--- src/rtl/dws_pkg.sv ---
package dws_pkg;
    localparam int WORD_W = 32;
    localparam int CNT_W  = $clog2(WORD_W);
    localparam int N_CH   = 2;

    typedef enum logic {
        CH_A = 1'b0,
        CH_B = 1'b1
    } chan_e;

    typedef struct packed {
        logic [WORD_W-1:0] b;
        logic [WORD_W-1:0] a;
    } word_pair_t;

    function automatic chan_e other_chan(input chan_e c);
        return (c == CH_A) ? CH_B : CH_A;
    endfunction
endpackage

--- src/rtl/dws_fetch.sv ---
module dws_fetch
    import dws_pkg::*;
(
    input  logic              clk,
    input  logic              rst,
    input  logic              fifo_empty,
    input  logic [WORD_W-1:0] fifo_rdata,
    input  logic              take,
    output logic              fifo_rd_en,
    output logic              pair_ok,
    output word_pair_t        pair,
    output chan_e             sel
);
    logic  rd_q;
    chan_e rd_ch;
    logic  have_a;
    logic  have_b;
    logic  want;

    // One read in flight at a time; stop once both slots are filled.
    assign want       = !rd_q && !(have_a && have_b);
    assign fifo_rd_en = want && !fifo_empty;
    assign pair_ok    = have_a && have_b;

    always_ff @(posedge clk) begin
        if (rst) begin
            rd_q   <= 1'b0;
            rd_ch  <= CH_A;
            sel    <= CH_A;
            have_a <= 1'b0;
            have_b <= 1'b0;
            pair   <= '0;
        end else begin
            rd_q <= fifo_rd_en;
            if (fifo_rd_en) begin
                rd_ch <= sel;
                sel   <= other_chan(sel);
            end
            if (take) begin
                have_a <= 1'b0;
                have_b <= 1'b0;
            end
            // Standard FIFO timing: data is on the bus the cycle after the read.
            if (rd_q) begin
                if (rd_ch == CH_A) begin
                    pair.a <= fifo_rdata;
                    have_a <= 1'b1;
                end else begin
                    pair.b <= fifo_rdata;
                    have_b <= 1'b1;
                end
            end
        end
    end
endmodule

--- src/rtl/dws_shift.sv ---
module dws_shift
    import dws_pkg::*;
(
    input  logic       clk,
    input  logic       rst,
    input  logic       pair_ok,
    input  word_pair_t pair,
    output logic       take,
    output logic       active,
    output logic       ser_a,
    output logic       ser_b,
    output logic       frame_start,
    output logic       underrun
);
    logic [CNT_W-1:0]  cnt;
    logic              last;
    logic [WORD_W-1:0] load_word [N_CH];
    logic [WORD_W-1:0] sh        [N_CH];

    assign last = active && (cnt == CNT_W'(WORD_W - 1));
    assign take = pair_ok && (!active || last);

    assign load_word[0] = pair.a;
    assign load_word[1] = pair.b;

    for (genvar g = 0; g < N_CH; g++) begin : g_lane
        always_ff @(posedge clk) begin
            if (rst) begin
                sh[g] <= '0;
            end else if (take) begin
                sh[g] <= load_word[g];
            end else if (active) begin
                sh[g] <= sh[g] >> 1;
            end
        end
    end

    always_ff @(posedge clk) begin
        if (rst) begin
            active   <= 1'b0;
            cnt      <= '0;
            underrun <= 1'b0;
        end else begin
            underrun <= last && !pair_ok;
            if (take) begin
                active <= 1'b1;
                cnt    <= '0;
            end else if (last) begin
                active <= 1'b0;
                cnt    <= '0;
            end else if (active) begin
                cnt <= cnt + 1'b1;
            end
        end
    end

    assign ser_a       = active && sh[0][0];
    assign ser_b       = active && sh[1][0];
    assign frame_start = active && (cnt == '0);
endmodule

--- src/rtl/dual_word_serializer.sv ---
module dual_word_serializer
    import dws_pkg::*;
(
    input  logic              clk,
    input  logic              rst,
    input  logic              fifo_empty,
    input  logic [WORD_W-1:0] fifo_rdata,
    output logic              fifo_rd_en,
    output logic              ser_a,
    output logic              ser_b,
    output logic              frame_start,
    output logic              underrun
);
    logic       take;
    logic       pair_ok;
    logic       active;
    word_pair_t pair;
    chan_e      sel;

    dws_fetch u_fetch (
        .clk        (clk),
        .rst        (rst),
        .fifo_empty (fifo_empty),
        .fifo_rdata (fifo_rdata),
        .take       (take),
        .fifo_rd_en (fifo_rd_en),
        .pair_ok    (pair_ok),
        .pair       (pair),
        .sel        (sel)
    );

    dws_shift u_shift (
        .clk         (clk),
        .rst         (rst),
        .pair_ok     (pair_ok),
        .pair        (pair),
        .take        (take),
        .active      (active),
        .ser_a       (ser_a),
        .ser_b       (ser_b),
        .frame_start (frame_start),
        .underrun    (underrun)
    );
endmodule

--- config.mk ---
export PLATFORM = sky130hd
export DESIGN_NAME = dual_word_serializer
export DESIGN_NICKNAME = d
export VERILOG_FILES = /design/src/rtl/dws_pkg.sv /design/src/rtl/dws_fetch.sv /design/src/rtl/dws_shift.sv /design/src/rtl/dual_word_serializer.sv
export SDC_FILE = /design/constraint.sdc
export NUM_CORES = 1
export LEC_CHECK = 0
export BUFFER_PORTS_ARGS = -buffer_cell sky130_fd_sc_hd__buf_2
export CAP_MARGIN = 5
export CELL_PAD_IN_SITES_DETAIL_PLACEMENT = 1
export CELL_PAD_IN_SITES_GLOBAL_PLACEMENT = 1
export CORE_AREA = 2 2 120 122
export CTS_CLUSTER_SIZE = 14
export DETAILED_ROUTE_END_ITERATION = 8
export DIE_AREA = 0 0 122 124
export PLACE_DENSITY_LB_ADDON = 0.1
export SYNTH_ARGS = -nofsm -noshare
export SYNTH_HDL_FRONTEND = slang
export SYNTH_SLANG_ARGS = --single-unit
--- constraint.sdc ---
create_clock -name clk -period 3.5 [get_ports clk]
set_input_delay 0.175 -clock clk [delete_from_list [all_inputs] [get_ports clk]]
set_output_delay 0.175 -clock clk [all_outputs]
set_load 0.1 [all_outputs]
==> flow_results.org <==
** Final layout
- Final instance area :: 6306 um^2
- For this run, the post-layout net count is 563.
- Measured on the finished design, the core utilization comes to 45.96%.
- Area growth from synthesis to layout :: 16.42%
- The repair_antennas step left the layout with diodes totalling 0.
- Counting the fill cells in the layout gives 1,500.
- The post-route netlist has 21.93% of its cells at a drive strength greater than 1.
- Final cell count without fillers :: 718

** Die
- Effective utilization at floorplan :: 39.48%
- The die covers 15,130 um^2.
- Width of the die :: 122 um
- IO Pins :: 40
- Core Rows :: 43
- Die Span Y :: 124 um
- Floorplan Core Area :: 13,720 um^2

** Yosys
- Ys flop type :: sky130_fd_sc_hd__dfxtp_1
- Synthesis inferred 140 register bits.
- The most common cell in the synthesized netlist is sky130_fd_sc_hd__nand2_1.
- Top cell types by occurrence after synthesis :: 132 x sky130_fd_sc_hd__nand2_1, 76 x sky130_fd_sc_hd__dfxtp_1, 67 x sky130_fd_sc_hd__a21oi_1, 64 x sky130_fd_sc_hd__edfxtp_1, 42 x sky130_fd_sc_hd__a22o_2
- Area leader, netlist :: sky130_fd_sc_hd__edfxtp_1
- Share of synthesized area occupied by flip-flops and latches :: 63.57%
- Synthesis instantiated 31 different standard cells from the library.
- For this run, asynchronously set or reset flops after synthesis account for 0%.
- After synthesis the cells add up to 5416 um^2.
- Total nets after synthesis :: 524
- Ranking of synthesized cells by area :: sky130_fd_sc_hd__edfxtp_1 35%, sky130_fd_sc_hd__dfxtp_1 28%, sky130_fd_sc_hd__nand2_1 9.1%, sky130_fd_sc_hd__a22o_2 7.8%, sky130_fd_sc_hd__a21oi_1 6.2%
- EDFF count, synth :: 64
- During synthesis, Yosys emitted a total of 0 warnings.
- Summed over its instances, the top area cell type makes up 35.48% of the synthesized netlist area.
- Cell count after synthesis :: 486
- Syn Area/Cell :: 11.14 um^2

** Outcome
- Result of the run :: finished, final reports clean

** Setup path
- Sort of element at the start of the critical path :: register
- Category of the most critical setup path :: reg -> reg
- Data on the critical path is required at its endpoint by 3.66 ns.
- Data on the critical path arrives at its endpoint at 2.56 ns.
- Nature of the critical path endpoint :: register
- In this run the worst path has a maximum fanout of 64.

** Routing
- Post-detailed-route DRC marker count :: 0
- The detailed router finished its first iteration with 248 violations.
- Post-detailed-route count of antenna-violating nets :: 0
- TritonRoute pass-1 iters :: 4
- The detailed router placed 3,714 vias in this run.
- Dividing the detail-routed wire length by the instance count gives 17.81 um.
- Total wirelength of the detailed-routed design :: 12,790 um
- Using the TritonRoute via totals, the vias-per-cell ratio works out to 5.173.

** Job
- Number of maximum-capacitance constraint violations :: 0

** CTS
- CTS placed an instance of sky130_fd_sc_hd__clkbuf_16 at the clock tree root.
- After clock tree synthesis, the clock-pin slew on the worst setup and hold paths is 0.05 ns.
- TritonCTS Buffers :: 17
- CTS tree :: yes
- After clock tree synthesis, the setup repair step added 0 buffers.
- The clock drives 140 sinks.
- Clock latency on the worst-skew pair, taken at its later pin, is 0.42 ns.
- H-tree depth reported by CTS :: 4
- Maximum count of clock buffers along a single path :: 2

** Placement
- # port buffers :: 39
- Dpl hpwl :: 7277 um
- Final weighted congestion in routability-driven placement :: 0.6758
- Post-Place Cell Area :: 5680 um^2
- After detailed placement, the design holds a cell count of 675.
- OpenSTA, run right after detailed placement, puts the worst setup slack at 1.101 ns.

** GRT
- For met3 alone, demand over resource in global routing was 4.121%.
- Number of antenna violations at the first check in global routing :: 0
- In this run the most used layer during global routing was met2.
- The via count of the first global-routing pass is 3,965.
- Pin count of the biggest net entering global routing :: 65
- Met1 track utilization from global routing :: 23.87%
- Residual overflow from global routing :: 0
- Across every metal layer, demand over resource in global routing totals 18.41%.
- The first global-routing pass estimated 20,710 um of wire.
- Global routing consumed, on the met2 layer, 29.89% of the routing resources.

** Power
- Across the VDD grid, the largest voltage drop is 0.0003003 V.
- Pwr Density :: 559.0 nW/um^2
- Summed over all cells, the static leakage comes to 2.283 nW.

** Timing
- The final count of pins violating max slew was 0.
- In the post-route analysis, the smallest setup slack over all paths is 1.104 ns.
- Maximum frequency from static timing analysis :: 417.3 MHz
- Final Skew :: 0.007014 ns
- Period minus WS final :: 2.396 ns
- Setup violations remaining at the end of the flow were counted as 0.
- Setup repair after global routing left no endpoint under its margin.
- Headroom to the max-slew limit came out at 44.21%.
- Total Negative Setup Slacks :: 0 ns
- Actual transition at the worst max-transition pin :: 0.8368 ns
- Final period util :: 68.46%
- The hold violation total from the final report is 0.

** Hold path
- Hold crit path type :: in -> reg
## area by class of cell
cell class	instances	area [um^2]	share of cell area (%)
repair buffers	57	357.8	5.675
flip-flops and latches	140	3443	54.60
clock buffers	29	500.5	7.937
multi-input cells	304	1745	27.68
inverters	5	18.77	0.2976
clock inverters	3	15.01	0.2381
well taps	180	225.2	3.571
## cell usage in the layout, fill, tap and decap left out
| cell | instances |
|---|---|
| sky130_fd_sc_hd__buf_2 | 39 |
| sky130_fd_sc_hd__ha_1 | 3 |
| sky130_fd_sc_hd__nor4_2 | 1 |
| sky130_fd_sc_hd__nor3_4 | 1 |
| sky130_fd_sc_hd__and2_4 | 1 |
| sky130_fd_sc_hd__nor2b_1 | 1 |
| sky130_fd_sc_hd__dlygate4sd3_1 | 11 |
| sky130_fd_sc_hd__or3_2 | 2 |
| sky130_fd_sc_hd__xnor2_1 | 1 |
| sky130_fd_sc_hd__nor4_1 | 1 |
| sky130_fd_sc_hd__and3_1 | 1 |
| sky130_fd_sc_hd__clkbuf_1 | 9 |
| sky130_fd_sc_hd__nor3b_1 | 1 |
| sky130_fd_sc_hd__dfxtp_1 | 76 |
| sky130_fd_sc_hd__nand4_1 | 1 |
| sky130_fd_sc_hd__a22o_2 | 42 |
| sky130_fd_sc_hd__a22o_1 | 20 |
| sky130_fd_sc_hd__xor2_1 | 2 |
| sky130_fd_sc_hd__nand2b_1 | 2 |
| sky130_fd_sc_hd__nor2_1 | 9 |
| sky130_fd_sc_hd__and2_1 | 5 |
| sky130_fd_sc_hd__nor2b_2 | 1 |
| sky130_fd_sc_hd__a211oi_1 | 1 |
| sky130_fd_sc_hd__a31oi_1 | 1 |
| sky130_fd_sc_hd__clkbuf_8 | 3 |
| sky130_fd_sc_hd__o21ai_0 | 3 |
| sky130_fd_sc_hd__edfxtp_1 | 64 |
| sky130_fd_sc_hd__a21oi_1 | 67 |
| sky130_fd_sc_hd__a211oi_4 | 1 |
| sky130_fd_sc_hd__mux2i_1 | 3 |
| sky130_fd_sc_hd__inv_1 | 5 |
| sky130_fd_sc_hd__clkinv_2 | 3 |
| sky130_fd_sc_hd__clkbuf_16 | 17 |
| sky130_fd_sc_hd__nor3_1 | 1 |
| sky130_fd_sc_hd__nand2_1 | 132 |
| sky130_fd_sc_hd__buf_4 | 7 |
## repair_timing
| action | CTS | global route |
|---|---|---|
| gates resized for setup | 0 | 0 |
| endpoints found under the hold margin | 13 | 0 |
| hold buffers | 11 | 0 |
| setup endpoints to repair | 0 | 0 |
## critical path, cell delays in order, from the launching register on
cell and delay (ns):
sky130_fd_sc_hd__dfxtp_1 0.35, sky130_fd_sc_hd__ha_1 0.22, sky130_fd_sc_hd__and3_1 0.19, sky130_fd_sc_hd__ha_1 0.27, sky130_fd_sc_hd__nor2b_1 0.33, sky130_fd_sc_hd__nor3_4 0.04, sky130_fd_sc_hd__buf_4 0.34, sky130_fd_sc_hd__a22o_1 0.35
## report_power, final
part	switching, mW	leakage, nW	internal [mW]	total [mW]
clock	0.635	0.253	0.959	1.59
combinational	0.0966	0.752	0.0463	0.143
sequential	0.0262	1.28	1.76	1.79
## state kept, by name, summed over array words and instances (netlist names)
name,cells
u_fetch.have_a,1
u_fetch.rd_q,1
u_fetch.rd_ch,1
u_shift.active,1
u_shift.underrun,1
u_fetch.have_b,1
u_fetch.sel,1
u_fetch.pair,64
u_shift.sh,64
u_shift.cnt,5
## path summary, 6_finish.rpt
kind,from,end,slack (ns),cells past startpoint
max,u_shift.cnt[0],u_shift.sh[1][7],1.10,7
min,fifo_rdata[19],u_fetch.pair[51],0.02,3
max reg2reg,u_shift.cnt[0],u_shift.sh[1][7],1.10,7
min reg2reg,u_fetch.pair[2],u_fetch.pair[2],0.45,2
## per-layer routing
metal / wire [um] / share of wire, %
met5: 0 / 0
met4: 191 / 1.5
met3: 278 / 2.2
met2: 6139 / 48
met1: 6177 / 48
## per-stage QoR
stage	hold WS, ns	power (mW)
after floorplan	0.2521	1.890
after global placement	0.3620	1.953
after detailed placement	0.3749	1.957
after global routing	0.01528	3.654
after CTS	0.000004940	3.571
final	0.01513	3.525
## kinds of logic (layout without fill, tap and decap cells)
| kind of cell | after synthesis | after routing | synth area share [%] |
|---|---|---|---|
| flops | 140 | 140 | 63.57 |
| mux | 3 | 3 | 0.5544 |
| buf+inv | 42 | 94 | 4.366 |
| xor+xnor | 3 | 3 | 0.4852 |
| simple gates | 160 | 160 | 12.24 |
| compound gates | 135 | 135 | 18.09 |
| fa+ha+maj | 3 | 3 | 0.6931 |
(Power assumes the default switching activity.)
